**src/rtl/lsa_pkg.sv**
```systemverilog
package lsa_pkg;
  localparam int LD_PEN  = 2;
  localparam int BR_PEN  = 2;
  localparam int NUM_CNT = 5;

  typedef enum int {
    CNT_TOTAL   = 0,
    CNT_LDSTALL = 1,
    CNT_BRSTALL = 2,
    CNT_TAKEN   = 3,
    CNT_UNTAKEN = 4
  } cnt_sel_e;
endpackage

```
**src/rtl/lsa_hazard.sv**
```systemverilog
module lsa_hazard #(
  parameter int NREG  = 16,
  parameter int NSRC  = 2,
  parameter int ACC_W = 8,
  localparam int IDX_W = $clog2(NREG)
) (
  input  logic                  clk,
  input  logic                  rst,
  input  logic                  valid,
  input  logic                  first,
  input  logic [NSRC-1:0]       src_en,
  input  logic [NSRC*IDX_W-1:0] src_idx,
  input  logic                  ld_en,
  input  logic [IDX_W-1:0]      ld_idx,
  output logic [ACC_W-1:0]      stall
);
  import lsa_pkg::*;

  logic [NREG-1:0] pend_q, active_q, pend_nxt, ld_bit;
  logic [NSRC-1:0] hit;

  for (genvar g = 0; g < NSRC; g++) begin : g_src
    assign hit[g] = src_en[g] & active_q[src_idx[g*IDX_W +: IDX_W]];
  end

  always_comb begin
    ld_bit = '0;
    if (ld_en) ld_bit[ld_idx] = 1'b1;
    pend_nxt = (first ? '0 : pend_q) | ld_bit;
  end

  always_comb begin
    stall = '0;
    for (int i = 0; i < NSRC; i++) begin
      if (hit[i]) stall = stall + ACC_W'(LD_PEN);
    end
  end

  always_ff @(posedge clk) begin
    if (rst) begin
      pend_q   <= '0;
      active_q <= '0;
    end else if (valid) begin
      pend_q   <= pend_nxt;
      active_q <= pend_nxt;
    end
  end

  // the active mask is frozen between instructions
  a_r10_mask_hold: assert property (@(posedge clk) disable iff (rst)
    !valid |=> $stable(active_q));

  // no more penalty than one hit per source
  a_r3_hit_bound: assert property (@(posedge clk) disable iff (rst)
    valid |-> (int'(stall) <= NSRC * LD_PEN));

  // a completed load leaves its bit in the active mask
  a_r2_load_visible: assert property (@(posedge clk) disable iff (rst)
    (valid && ld_en) |=> (active_q[$past(ld_idx)] == 1'b1));
endmodule

```
**src/rtl/lsa_pair.sv**
```systemverilog
module lsa_pair #(
  parameter int CYC_W = 8,
  parameter int ACC_W = 8,
  localparam int TOT_W = CYC_W + 2
) (
  input  logic             clk,
  input  logic             rst,
  input  logic             valid,
  input  logic             first,
  input  logic             last,
  input  logic [CYC_W-1:0] base,
  input  logic [ACC_W-1:0] ld_inst,
  input  logic [ACC_W-1:0] br_inst,
  output logic [ACC_W-1:0] grp_ld,
  output logic [ACC_W-1:0] grp_br,
  output logic [TOT_W-1:0] insn_tot,
  output logic [TOT_W-1:0] charge
);
  logic [ACC_W-1:0] acc_ld_q, acc_br_q;
  logic [TOT_W-1:0] max_q, max_b;
  logic [ACC_W:0]   sum_ld, sum_br;

  always_comb begin
    sum_ld = {1'b0, (first ? '0 : acc_ld_q)} + {1'b0, ld_inst};
    sum_br = {1'b0, (first ? '0 : acc_br_q)} + {1'b0, br_inst};
    grp_ld = sum_ld[ACC_W] ? '1 : sum_ld[ACC_W-1:0];
    grp_br = sum_br[ACC_W] ? '1 : sum_br[ACC_W-1:0];
    insn_tot = TOT_W'(base) + TOT_W'(grp_ld) + TOT_W'(grp_br);
    max_b  = first ? '0 : max_q;
    charge = (max_b > insn_tot) ? max_b : insn_tot;
  end

  always_ff @(posedge clk) begin
    if (rst) begin
      acc_ld_q <= '0;
      acc_br_q <= '0;
      max_q    <= '0;
    end else if (valid) begin
      acc_ld_q <= grp_ld;
      acc_br_q <= grp_br;
      if (!last) max_q <= insn_tot;
    end
  end

  // the group charge never falls below the closing instruction's total
  a_r7_charge_floor: assert property (@(posedge clk) disable iff (rst)
    (valid && last) |-> (charge >= insn_tot));

  // group accumulators only grow inside a group
  a_r5_acc_grow: assert property (@(posedge clk) disable iff (rst)
    (valid && !first) |-> (grp_ld >= acc_ld_q && grp_br >= acc_br_q));
endmodule

```
**src/rtl/lsa_sat_cnt.sv**
```systemverilog
module lsa_sat_cnt #(
  parameter int W     = 32,
  parameter int INC_W = 10
) (
  input  logic             clk,
  input  logic             rst,
  input  logic             en,
  input  logic [INC_W-1:0] inc,
  output logic [W-1:0]     q
);
  logic [W:0] sum;

  always_comb sum = {1'b0, q} + (W+1)'(inc);

  always_ff @(posedge clk) begin
    if (rst)     q <= '0;
    else if (en) q <= sum[W] ? '1 : sum[W-1:0];
  end

  // a saturated counter stays saturated
  a_r9_sat_hold: assert property (@(posedge clk) disable iff (rst)
    (q == '1) |=> (q == '1));

  // no change without an enable
  a_r10_cnt_idle: assert property (@(posedge clk) disable iff (rst)
    !en |=> $stable(q));
endmodule

```
**src/rtl/lsa_cycle_acct.sv**
```systemverilog
module lsa_cycle_acct #(
  parameter int NREG  = 16,
  parameter int CYC_W = 8,
  parameter int CNT_W = 32,
  localparam int IDX_W = $clog2(NREG),
  localparam int TOT_W = CYC_W + 2
) (
  input  logic             clk,
  input  logic             rst,
  input  logic             ins_valid,
  input  logic             ins_first,
  input  logic             ins_last,
  input  logic             rd_a_en,
  input  logic [IDX_W-1:0] rd_a_reg,
  input  logic             rd_b_en,
  input  logic [IDX_W-1:0] rd_b_reg,
  input  logic             ld_en,
  input  logic [IDX_W-1:0] ld_reg,
  input  logic             br_en,
  input  logic             br_taken,
  input  logic [CYC_W-1:0] base_cyc,
  output logic [TOT_W-1:0] insn_cyc,
  output logic [CNT_W-1:0] total_cyc,
  output logic [CNT_W-1:0] ld_stall_cyc,
  output logic [CNT_W-1:0] br_stall_cyc,
  output logic [CNT_W-1:0] taken_cnt,
  output logic [CNT_W-1:0] untaken_cnt
);
  import lsa_pkg::*;

  localparam int NSRC  = 2;
  localparam int ACC_W = CYC_W;

  logic [ACC_W-1:0] ld_inst, br_inst, grp_ld, grp_br;
  logic [TOT_W-1:0] insn_tot, charge;
  logic [NUM_CNT-1:0]           cnt_en;
  logic [TOT_W-1:0]             cnt_inc [NUM_CNT];
  logic [CNT_W-1:0]             cnt_q   [NUM_CNT];

  assign br_inst = (br_en && br_taken) ? ACC_W'(BR_PEN) : '0;

  lsa_hazard #(.NREG(NREG), .NSRC(NSRC), .ACC_W(ACC_W)) hazard_i (
    .clk     (clk),
    .rst     (rst),
    .valid   (ins_valid),
    .first   (ins_first),
    .src_en  ({rd_b_en, rd_a_en}),
    .src_idx ({rd_b_reg, rd_a_reg}),
    .ld_en   (ld_en),
    .ld_idx  (ld_reg),
    .stall   (ld_inst)
  );

  lsa_pair #(.CYC_W(CYC_W), .ACC_W(ACC_W)) pair_i (
    .clk      (clk),
    .rst      (rst),
    .valid    (ins_valid),
    .first    (ins_first),
    .last     (ins_last),
    .base     (base_cyc),
    .ld_inst  (ld_inst),
    .br_inst  (br_inst),
    .grp_ld   (grp_ld),
    .grp_br   (grp_br),
    .insn_tot (insn_tot),
    .charge   (charge)
  );

  always_comb begin
    cnt_en[CNT_TOTAL]    = ins_valid && ins_last;
    cnt_en[CNT_LDSTALL]  = ins_valid && ins_last;
    cnt_en[CNT_BRSTALL]  = ins_valid && ins_last;
    cnt_en[CNT_TAKEN]    = ins_valid && br_en && br_taken;
    cnt_en[CNT_UNTAKEN]  = ins_valid && br_en && !br_taken;
    cnt_inc[CNT_TOTAL]   = charge;
    cnt_inc[CNT_LDSTALL] = TOT_W'(grp_ld);
    cnt_inc[CNT_BRSTALL] = TOT_W'(grp_br);
    cnt_inc[CNT_TAKEN]   = TOT_W'(1);
    cnt_inc[CNT_UNTAKEN] = TOT_W'(1);
  end

  for (genvar k = 0; k < NUM_CNT; k++) begin : g_cnt
    lsa_sat_cnt #(.W(CNT_W), .INC_W(TOT_W)) cnt_i (
      .clk (clk),
      .rst (rst),
      .en  (cnt_en[k]),
      .inc (cnt_inc[k]),
      .q   (cnt_q[k])
    );
  end

  assign total_cyc    = cnt_q[CNT_TOTAL];
  assign ld_stall_cyc = cnt_q[CNT_LDSTALL];
  assign br_stall_cyc = cnt_q[CNT_BRSTALL];
  assign taken_cnt    = cnt_q[CNT_TAKEN];
  assign untaken_cnt  = cnt_q[CNT_UNTAKEN];

  always_ff @(posedge clk) begin
    if (rst)            insn_cyc <= '0;
    else if (ins_valid) insn_cyc <= insn_tot;
  end

  // an instruction costs at least its base cycles
  a_r5_insn_floor: assert property (@(posedge clk) disable iff (rst)
    ins_valid |=> (insn_cyc >= TOT_W'($past(base_cyc))));

  // branch counts move only for valid branches
  a_r4_branch_quiet: assert property (@(posedge clk) disable iff (rst)
    !(ins_valid && br_en) |=> ($stable(taken_cnt) && $stable(untaken_cnt)));

  // a taken and an untaken count never move together
  a_r4_branch_excl: assert property (@(posedge clk) disable iff (rst)
    ins_valid |=> !(taken_cnt != $past(taken_cnt) && untaken_cnt != $past(untaken_cnt)));

  // idle cycles leave the instruction total alone
  a_r10_insn_hold: assert property (@(posedge clk) disable iff (rst)
    !ins_valid |=> $stable(insn_cyc));
endmodule

```
**config.mk**
```make
export PLATFORM = sky130hd
export DESIGN_NAME = lsa_cycle_acct
export DESIGN_NICKNAME = d
export VERILOG_FILES = /design/src/rtl/lsa_pkg.sv /design/src/rtl/lsa_hazard.sv /design/src/rtl/lsa_pair.sv /design/src/rtl/lsa_sat_cnt.sv /design/src/rtl/lsa_cycle_acct.sv
export SDC_FILE = /design/constraint.sdc
export NUM_CORES = 1
export LEC_CHECK = 0
export BUFFER_PORTS_ARGS = -buffer_cell sky130_fd_sc_hd__buf_2
export CAP_MARGIN = 25
export CORE_ASPECT_RATIO = 1.25
export CORE_MARGIN = 2
export CORE_UTILIZATION = 55
export CTS_CLUSTER_SIZE = 30
export DETAILED_ROUTE_END_ITERATION = 10
export GPL_ROUTABILITY_DRIVEN = 0
export HOLD_SLACK_MARGIN = 0.1
export PLACE_DENSITY = 0.78
export SETUP_SLACK_MARGIN = 0.1
export SYNTH_ARGS = -nofsm -noshare
export SYNTH_HDL_FRONTEND = slang
export SYNTH_SLANG_ARGS = --single-unit
```
**constraint.sdc**
```tcl
create_clock -name clk -period 23.1 [get_ports clk]
set_input_delay 3.465 -clock clk [delete_from_list [all_inputs] [get_ports clk]]
set_output_delay 3.465 -clock clk [all_outputs]
set_load 0.005 [all_outputs]
```
Word-level counts from Yosys, hierarchy flattened
Cells that the tools add are included.
{"block": "totals", "out_inout_bits": 170, "in_bits": 30, "ff_bits": 212}
{"block": "op_classes", "n_reduce_logical": 8, "addsub": 10, "magnitude_cmp": 5, "n_bitwise": 4, "muxes": 22}
{"cell": "32-bit 2-to-1 mux", "n": 5}
{"cell": "32-bit by 1-bit adder with 33-bit output, second input constant", "n": 2}
{"cell": "32-bit by 8-bit adder with 33-bit output", "n": 2}
{"cell": "8-bit 2-to-1 mux", "n": 5}
{"cell": "32-bit by 10-bit adder with 33-bit output", "n": 1}
{"cell": "16-bit 2-to-1 mux", "n": 2}
{"cell": "10-bit 2-to-1 mux", "n": 2}
{"cell": "8-bit by 8-bit adder with 9-bit output", "n": 2}
{"cell": "16-bit OR", "n": 1}
{"cell": "4-bit by 5-bit less-than comparator with 1-bit output, second input constant", "n": 3}
{"cell": "10-bit by 8-bit adder with 10-bit output", "n": 1}
{"cell": "10-bit > comparator", "n": 1}
{"cell": "8-bit by 2-bit adder with 9-bit output", "n": 1}
{"cell": "1-bit binary-select mux with 4-bit select", "n": 2}
{"cell": "1-bit logical AND", "n": 6}
{"cell": "1-bit demux with 4-bit select", "n": 1}
{"cell": "4-bit by 1-bit >= comparator with 1-bit output, second input constant", "n": 1}
{"cell": "2-bit 2-to-1 mux", "n": 2}
{"cell": "2-bit by 2-bit adder with 3-bit output, second input constant", "n": 1}
{"cell": "1-bit 2-to-1 mux", "n": 3}
{"cell": "1-bit bitwise AND", "n": 2}
{"cell": "2-bit AND reduction", "n": 1}
{"cell": "1-bit zero test", "n": 1}
{"cell": "1-bit NOT", "n": 1}

Depth between registers and ports, before layout
Gate-level depths: netlist of run 1.
{"block": "depth", "ltp_word": 14, "mapped_depth": 40, "ltp_nobuf": 38}

By module
Synthesis of run 1 repeated with hierarchy kept, for this count alone.
{"block": "hier_totals", "cells_unflattened": 1552, "area_unflattened_um2": 13411.6}
{"mod": "lsa_sat_cnt (g_cnt[1].cnt_i ...)", "n_inst": 4, "area_per_inst_um2": 1816.7, "cells_per_inst": 209}
{"mod": "lsa_pair", "n_inst": 1, "area_per_inst_um2": 2960.3, "cells_per_inst": 356}
{"mod": "lsa_sat_cnt (g_cnt[0].cnt_i)", "n_inst": 1, "area_per_inst_um2": 1818.0, "cells_per_inst": 214}
{"mod": "lsa_hazard", "n_inst": 1, "area_per_inst_um2": 958.4, "cells_per_inst": 107}
{"mod": "lsa_cycle_acct", "n_inst": 1, "area_per_inst_um2": 407.9, "cells_per_inst": 39}

Worst setup path after synthesis of run 1
No wires, ideal clock.
{"block": "synth_path", "kind": "input to register", "from": "input port rd_a_reg[0]", "to": "register g_cnt[0].cnt_i.q[1]", "path_slack_ps": 11464, "arrival_ps": 11547, "n_path_buf": 2, "path_stages": 37, "required_time_ps": 23011, "cell_sequence": "mux4_2 -> mux4_2 -> and2_1 -> ha_1 -> ha_1 -> a21o_1 -> nand3_1 -> nor4b_1 -> nor2_1 -> inv_1 -> ha_1 -> a21o_1 -> a21oi_1 -> o21ai_0 -> or4_1 -> o311ai_0 -> xnor2_1 -> ha_1 -> o41ai_1 -> xnor2_1 -> ha_1 -> and4_1 -> nand3_1 -> o21ai_0 -> o22ai_1 -> buf_2 -> mux2i_1 -> ha_1 -> inv_1 -> fa_1 -> nand2b_1 -> a211oi_1 -> o21bai_1 -> and2_1 -> o31a_1 -> buf_6 -> a221oi_4"}
{"block": "synth_via", "elab_chain_len": 14}
{"item": "start: declaration", "line": "lsa_cycle_acct.sv:14", "text": "input logic [IDX_W-1:0] rd_a_reg,"}
{"item": "1-bit binary-select mux with 4-bit select (*)", "line": "lsa_hazard.sv:23", "text": "assign hit[g] = src_en[g] & active_q[src_idx[g*IDX_W +: IDX_W]];"}
{"item": "1-bit 2-to-1 mux (implied by the code) (*)", "line": "lsa_hazard.sv:23"}
{"item": "1-bit bitwise AND (*)", "line": "lsa_hazard.sv:23"}
{"item": "2-bit 2-to-1 mux (*)", "line": "lsa_hazard.sv:35", "text": "if (hit[i]) stall = stall + ACC_W'(LD_PEN);"}
{"item": "2-bit by 2-bit adder with 3-bit output", "line": "lsa_hazard.sv:35"}
{"item": "8-bit 2-to-1 mux (*)", "line": "lsa_hazard.sv:35"}
{"item": "8-bit by 8-bit adder with 9-bit output (*)", "line": "lsa_pair.sv:24", "text": "sum_ld = {1'b0, (first ? '0 : acc_ld_q)} + {1'b0, ld_inst};"}
{"item": "8-bit 2-to-1 mux (*)", "line": "lsa_pair.sv:26", "text": "grp_ld = sum_ld[ACC_W] ? '1 : sum_ld[ACC_W-1:0];"}
{"item": "via g_cnt[1].cnt_i.inc[1]", "line": "lsa_sat_cnt.sv:8", "text": "input logic [INC_W-1:0] inc,"}
{"item": "8-bit by 8-bit adder with 9-bit output (*)", "line": "lsa_pair.sv:28", "text": "insn_tot = TOT_W'(base) + TOT_W'(grp_ld) + TOT_W'(grp_br);"}
{"item": "10-bit by 8-bit adder with 10-bit output (*)", "line": "lsa_pair.sv:28"}
{"item": "10-bit > comparator", "line": "lsa_pair.sv:30", "text": "charge = (max_b > insn_tot) ? max_b : insn_tot;"}
{"item": "10-bit 2-to-1 mux (*)", "line": "lsa_pair.sv:30"}
{"item": "32-bit by 10-bit adder with 33-bit output (*)", "line": "lsa_sat_cnt.sv:13", "text": "always_comb sum = {1'b0, q} + (W+1)'(inc);"}
{"item": "32-bit 2-to-1 mux (*)", "line": "lsa_sat_cnt.sv:17", "text": "else if (en) q <= sum[W] ? '1 : sum[W-1:0];"}
{"item": "end signal: assignment", "line": "lsa_sat_cnt.sv:17"}
{"item": "end: declaration", "line": "lsa_sat_cnt.sv:9", "text": "output logic [W-1:0] q"}
Mark *: on every way through the listed nets, which the timed path passes. The rest lies on a longest branch. The select of a mux whose other input is x is not followed.
A chain may end at the register's enable or synchronous reset.

Worst setup path in the final report of run 1
{"block": "layout_path", "from": "input port rd_a_reg[0]", "to": "register g_cnt[0].cnt_i.q[17]"}
The elaborated chain is that of the path after synthesis.

==> metrics.csv, run 1 <==
stage,metric,value,unit
worst_setup_path,crit path max fanout,14,
pwr,Static Leak,5.91,nW
sta,Worst slew margin,28.9,%
grt,gr usage total,26.4,%
synthesis,Post-Synthesis Cells,1374,
clocking,CTS tree,yes,
cells_and_area,share of layout cells above drive strength 1,18.9,%
clocking,clk buf depth,3,
cells_and_area,Final Non-Filler Cells,1845,
clocking,CTS root buf,clkbuf_16,
floorplan,die width,136,um
sta,Worst Tran Pin Value,1.07,ns
placement,DP Wirelength,21.9,mm
pwr,Power Internal,0.000615,W
route,antenna-violating nets left,0,
route,Pre-Repair DR Iteration Count,5,
synthesis,top post-synthesis cells by count,"212 x dfxtp_1, 160 x a21oi_1, 123 x nor2_1",
synthesis,Avg Inst Size Synth,8.67,um2
clocking,"Reg clk slew, reported paths",0.06,ns
route,vias post-DR,11000,
floorplan,# rows,60,
synthesis,Async SR Flop Fraction,0,%
sta,Final Skew,0.0139,ns
clocking,H-tree depth reported by CTS,1,
run_status,status,"complete, no violations",
sta,Final min period,13.30,ns
worst_setup_path,Critical Path AT,13.73,ns
worst_setup_path,Worst setup EP type,register,
synthesis,Mapped Area,11900,um2
cells_and_area,fill count,1839,
hold_path,min-delay worst type,reg2reg,
placement,pre-CTS setup slack,9.00,ns
worst_setup_path,Crit path buffers/inverters,3,
grt,GRT Residual Overflow,0,
synthesis,Yosys cell types,76,
sta,Pins Over Slew Limit,0,
route,vias per cell,5.94,
cells_and_area,footprint of the multi-input gates,7250,um2
worst_setup_path,worst path required time,23.53,ns
route,1st-iter DRT viols,652,
grt,first-pass GRT wire length,50.6,mm
sta,RSZ-0062 raised after global routing,false,
pwr,clock power share,43.7,%
floorplan,I/O pins,200,
synthesis,compound-gate portion of the synthesized area,19.2,%
synthesis,post-synth top area cell,dfxtp_1,
pwr,sw frac,25.1,%
placement,port bufs,199,
cells_and_area,post-layout net count,1646,
worst_setup_path,"most used cell, CP",ha_1,
cells_and_area,post-route cell area,13800,um2
grt,number of global-route vias before repair,10200,
clocking,total clock sinks,212,
synthesis,largest family of logic cells by synthesized area,simple AND/OR/NAND/NOR gates,
worst_setup_path,"slowest stage cell, crit path",a21oi_1,
synthesis,"count leader, synth",dfxtp_1,
floorplan,core area,21400,um2
synthesis,Syn Nets,1471,
synthesis,xor/xnor share of the synthesized area,8.75,%
floorplan,die area,22900,um2
placement,Inst Count DP,1802,
cells_and_area,Area Overhead vs Synth,15.8,%
synthesis,Yosys top cell area share,35.6,%
synthesis,YS warnings,0,
sta,Fmax,75.2,MHz
clocking,postcts setup bufs,0,
clocking,# resized after CTS,0,
worst_setup_path,CP peak stage delay,0.84,ns
route,total wire length,30.9,mm
flow_run,# Max-Cap Violations,0,
cells_and_area,FF/Latch Area,4240,um2
clocking,Clock Latency Late Sink,0.51,ns
floorplan,die height,169,um
pwr,switching pwr,0.000206,W
sta,slack of the critical path,9.80,ns
clocking,CTS Buf Count,23,
pwr,VDD IR max,0.0490,mV
grt,antenna violations before repair,5,
synthesis,ys flop type,dfxtp_1,
synthesis,#FFs+latches synth,212,
pwr,Flop pwr share,46.0,%
sta,count of final setup violators,0,
pwr,power density over the cells,59.5,nW/um2
worst_setup_path,CP Class,in2reg,
sta,endpoints failing hold,0,
grt,largest net degree at the start of global routing,67,
sta,Post-Route Setup TNS,0,ns
pwr,power share of the combinational group,10.3,%
synthesis,synth top area cells,"dfxtp_1 36%, a21oi_1 6.7%, ha_1 6.4%, xor2_1 4.6%, xnor2_1 4.2%",
route,DR WL/cell,16.8,um
clocking,hold bufs inserted after CTS,0,
worst_setup_path,family with the most delay on the worst path,compound AO/OA/AOI/OAI gates,
synthesis,mux cell area share after synthesis,4.39,%
synthesis,"Seq/Total Area, Yosys",35.6,%
synthesis,Simple-Gate Fraction of Synth Area,21.1,%
route,drt drc,0,
synthesis,adder-cell share of the synthesized area,7.42,%
placement,Post-DP Area,13100,um2
floorplan,Starting Density,55.7,%
sta,post-route clock period utilization,57.6,%
worst_setup_path,CP Launch Type,input port,
synthesis,"EDFF count, synth",0,
through the flow:
stage | hold WS [ns] | power [W] | util (%)
after floorplan | 0.432 | 0.000443 | -
after global placement | 0.438 | 0.000466 | 61.0
after detailed placement | 0.448 | 0.000468 | 61.0
after CTS | 0.457 | 0.000827 | 64.4
after global routing | 0.487 | 0.000852 | 64.4
final | 0.455 | 0.000821 | 64.5
state kept, by name (all words and copies together), names as in the netlist:
register         flops
pair_i.acc_br_q      8
insn_cyc            10
pair_i.max_q        10
g_cnt.cnt_i.q      160
hazard_i.pend_q     16
pair_i.acc_ld_q      8
layer usage:
layer	vias to the layer above	global-route usage, %	part of all wire (%)
met5	-	0	0.042
met2	315	45.3	49
met1	5195	33.5	42
met4	2	7.52	2.1
met3	53	5.39	6.3
li1	5399	-	-
logic make-up (layout without fill, tap and decap cells):
logic type / Yosys count / count (layout)
adders and majority gates: 67 / 67
buffers and inverters: 102 / 290
other: 0 / 4
AOI/OAI and AO/OA: 359 / 359
muxes: 39 / 39
and+or+nand+nor: 476 / 476
xor gates and xnor gates: 119 / 119
DFF: 212 / 212
final timing paths:
kind,depth (start not counted),slack (ns),start,end
setup reg to reg,38,12.64,hazard_i.pend_q[15],g_cnt[0].cnt_i.q[17]
setup / recovery,39,9.80,rd_a_reg[0],g_cnt[0].cnt_i.q[17]
hold / removal,2,0.46,pair_i.max_q[6],pair_i.max_q[6]
hold reg to reg,2,0.46,pair_i.max_q[6],pair_i.max_q[6]
worst reg2reg max path, delay by kind of cell (launching register included):
family	cells	cell delay (ns)
xor+xnor	2	0.48
simple gates	11	2.82
mux	3	1.23
compound gates	13	3.20
fa+ha+maj	7	2.07
buf+inv	2	0.27
flops	1	0.32
placed cells by master, fill, tap and decap left out, drive strengths merged, types with 7 or more instances in the layout:
master,instances
nor2,123
and4,18
dfxtp,212
clkbuf,32
a21oi,160
nand3,62
nand2,93
a311oi,12
and3,28
a211oi,28
and2,13
o211a,7
nand4,34
o211ai,7
ha,61
or2,10
a31oi,17
a22oi,13
xor2,62
nor4,14
nor3,36
a21o,14
o221a,9
nor2b,18
inv,47
o21ai,53
mux2i,23
buf,205
xnor2,57
mux4,10
final cells by class:
type | instances | area share [%]
clock inverters | 6 | 0.444
flip-flops and latches | 212 | 30.8
well taps | 279 | 2.53
repair buffers | 205 | 7.57
inverters | 47 | 1.28
multi-input cells | 1060 | 52.6
diodes | 4 | 0.0726
clock buffers | 32 | 4.78
power groups by stage:
| stage | registers [W] | logic [W] | clock network, W |
|---|---|---|---|
| after floorplan | 0.000385 | 0.0000583 | 0 |
| after CTS | 0.000378 | 0.0000838 | 0.000365 |
| after global routing | 0.000378 | 0.0000933 | 0.000380 |
| after global placement | 0.000385 | 0.0000808 | 0 |
| final | 0.000378 | 0.0000848 | 0.000358 |
| after detailed placement | 0.000386 | 0.0000829 | 0 |
(Power assumes the default switching activity.)
==> inputs of run 2 (changes only) <==
- CORE_UTILIZATION: 55 -> 52
- clock period: 23.1 -> 10.76 ns (I/O delays scaled with it)
==> metrics.csv, run 2 (same netlist as run 1, synthesis figures left out) <==
stage,metric,value,unit,change
cells_and_area,biggest regs,"g_cnt.cnt_i.q x160, hazard_i.pend_q x16",,
grt,antenna violations before repair,5,,unchanged
worst_setup_path,CP Launch Type,input port,,
floorplan,Starting Density,53.3,%,-2.4 points
cells_and_area,post-layout net count,1652,,+0.36%
clocking,CTS Buf Count,23,,unchanged
sta,Final min period,10.11,ns,
worst_setup_path,CP peak stage delay,0.72,ns,-0.12 ns
sta,Pins Over Slew Limit,0,,unchanged
flow_run,# Max-Cap Violations,0,,unchanged
pwr,Static Leak,6.00,nW,+1.5%
cells_and_area,Final Non-Filler Cells,1858,,+0.70%
grt,number of global-route vias before repair,10400,,+1.8%
worst_setup_path,"slowest stage cell, crit path",or4b_2,,
clocking,H-tree depth reported by CTS,1,,unchanged
cells_and_area,"commonest cells after routing, fill and taps aside","212 x dfxtp_1, 198 x buf_2, 160 x a21oi_1, 123 x nor2_1, 91 x nand2_1",,
sta,Worst slew margin,37.9,%,+9.0 points
grt,gr usage total,24.6,%,-1.8 points
clocking,"Reg clk slew, reported paths",0.06,ns,about the same
pwr,power density over the cells,133,nW/um2,+120%
sta,endpoints failing hold,0,,unchanged
sta,Worst Tran Pin Value,0.924,ns,-0.143 ns
clocking,total clock sinks,212,,unchanged
worst_setup_path,crit path from,rd_a_reg[0],,
worst_setup_path,worst r2r src,hazard_i.pend_q[15],,
clocking,CTS root buf,clkbuf_16,,
worst_setup_path,crit path max fanout,10,,-4
grt,largest net degree at the start of global routing,64,,-4.5%
placement,DP Wirelength,22.5,mm,+2.5%
worst_setup_path,Critical Path AT,10.53,ns,-3.20 ns
worst_setup_path,worst path required time,11.18,ns,-12.35 ns
sta,RSZ-0062 raised after global routing,false,,
sta,Fmax,98.9,MHz,
grt,GRT Residual Overflow,0,,unchanged
route,vias post-DR,11200,,+2.1%
sta,Final Skew,0.0136,ns,-0.000323 ns
floorplan,die area,24100,um2,+5.6%
route,drt drc,0,,unchanged
worst_setup_path,CP Class,in2reg,,
placement,Inst Count DP,1812,,+0.55%
route,antenna-violating nets left,0,,unchanged
route,DR WL/cell,17.0,um,+1.3%
clocking,clk buf depth,3,,unchanged
cells_and_area,share of layout cells above drive strength 1,19.6,%,+0.72 points
pwr,VDD IR max,0.142,mV,+190%
cells_and_area,Biggest register,g_cnt.cnt_i.q,,
route,Pre-Repair DR Iteration Count,5,,unchanged
hold_path,min-delay worst type,reg2reg,,
cells_and_area,"commonest non-fill, non-tap cell in the layout",dfxtp_1,,
sta,count of final setup violators,0,,unchanged
worst_setup_path,Worst setup EP type,register,,
hold_path,hold path start,pair_i.max_q[6],,
route,total wire length,31.5,mm,+2.0%
cells_and_area,fill count,1960,,+6.6%
sta,post-route clock period utilization,93.9,%,
floorplan,die height,173,um,+2.8%
worst_setup_path,"most used cell, CP",ha_1,,
sta,Post-Route Setup TNS,0,ns,unchanged
placement,port bufs,199,,unchanged
route,vias per cell,6.02,,+1.4%
grt,first-pass GRT wire length,50.8,mm,+0.50%
cells_and_area,Area Overhead vs Synth,17.2,%,
floorplan,I/O pins,200,,unchanged
clocking,hold bufs inserted after CTS,0,,unchanged
route,1st-iter DRT viols,695,,+6.6%
cells_and_area,max reg flops,160,,unchanged
clocking,CTS tree,yes,,
floorplan,die width,139,um,+2.8%
run_status,status,"complete, no violations",,
floorplan,# rows,61,,+1.7%
clocking,Clock Latency Late Sink,0.51,ns,about the same
floorplan,core area,22400,um2,+4.5%
run 2: changes by cell type in the layout (fill, tap and decap cells not counted):
cell and change:
buf_4 +6, bufinv_16 +3, clkbuf_8 +2, nor4_1 -2
nor4_2 +2, clkbuf_1 -1, clkinvlp_4 -1, nand2_1 -1
nand2_2 +1, o21ai_0 -1, o21ai_1 +1
run 2: final cells by class:
type                       instances  area (um2)  area share [%]
multi-input combinational       1060        7260            52.0
sequential                       212        4240            30.4
timing repair buffer             211        1090            7.79
clock buffer                      33         683            4.89
tap                              283         354            2.54
inverter                          47         176            1.26
clock inverter                     8         144            1.03
antenna                            4        10.0          0.0717
run 2: power breakdown:
part	switching, W	internal, W	leakage [nW]	total [W]
Sequential	0.0000113	0.000799	1.72	0.000811
Combinational	0.000113	0.0000727	3.87	0.000186
Clock	0.000323	0.000536	0.410	0.000859
Total	0.000448	0.00141	6.00	0.00186
run 2: critical path: cells and delay by family:
kind | cells | cell delay [ns]
AOI/OAI and AO/OA | 14 | 3.11
xor gates and xnor gates | 1 | 0.12
adders and majority gates | 7 | 2.19
buffers and inverters | 3 | 0.30
muxes | 3 | 1.24
and+or+nand+nor | 9 | 1.93
run 2: worst paths after layout:
kind         slack, ns             endpoint  cells after the start
max               0.65  g_cnt[0].cnt_i.q[1]                     37
min reg2reg       0.45      pair_i.max_q[6]                      2
max reg2reg       1.63  g_cnt[0].cnt_i.q[1]                     36
min               0.45      pair_i.max_q[6]                      2
run 2: per-layer routing:
metal	vias up	part of all wire [%]	track usage (%)
met4	4	3.4	10.6
met3	83	6.8	4.67
li1	5415	-	-
met2	356	49	41.7
met5	-	0.086	0
met1	5334	41	30.6
run 2: per-stage QoR:
| stage | util (%) | instance area (um2) | setup slack, ns | total power [W] | hold WS (ns) |
|---|---|---|---|---|---|
| final | 62.4 | 14000 | 0.654 | 0.00186 | 0.454 |
| after global routing | 62.4 | 14000 | 0.0967 | 0.00192 | 0.486 |
| after CTS | 62.3 | 13900 | 0.725 | 0.00187 | 0.455 |
| after detailed placement | 58.6 | 13100 | 0.234 | 0.00101 | 0.447 |
| after global placement | 58.6 | 13100 | 0.567 | 0.00100 | 0.439 |
| after floorplan | - | 11900 | 0.975 | 0.000951 | 0.432 |
run 2: what timing repair did:
action                     4_1_cts  5_1_grt
setup endpoints to repair        0       21
setup buffers                    0        1
gates resized for setup          0        4
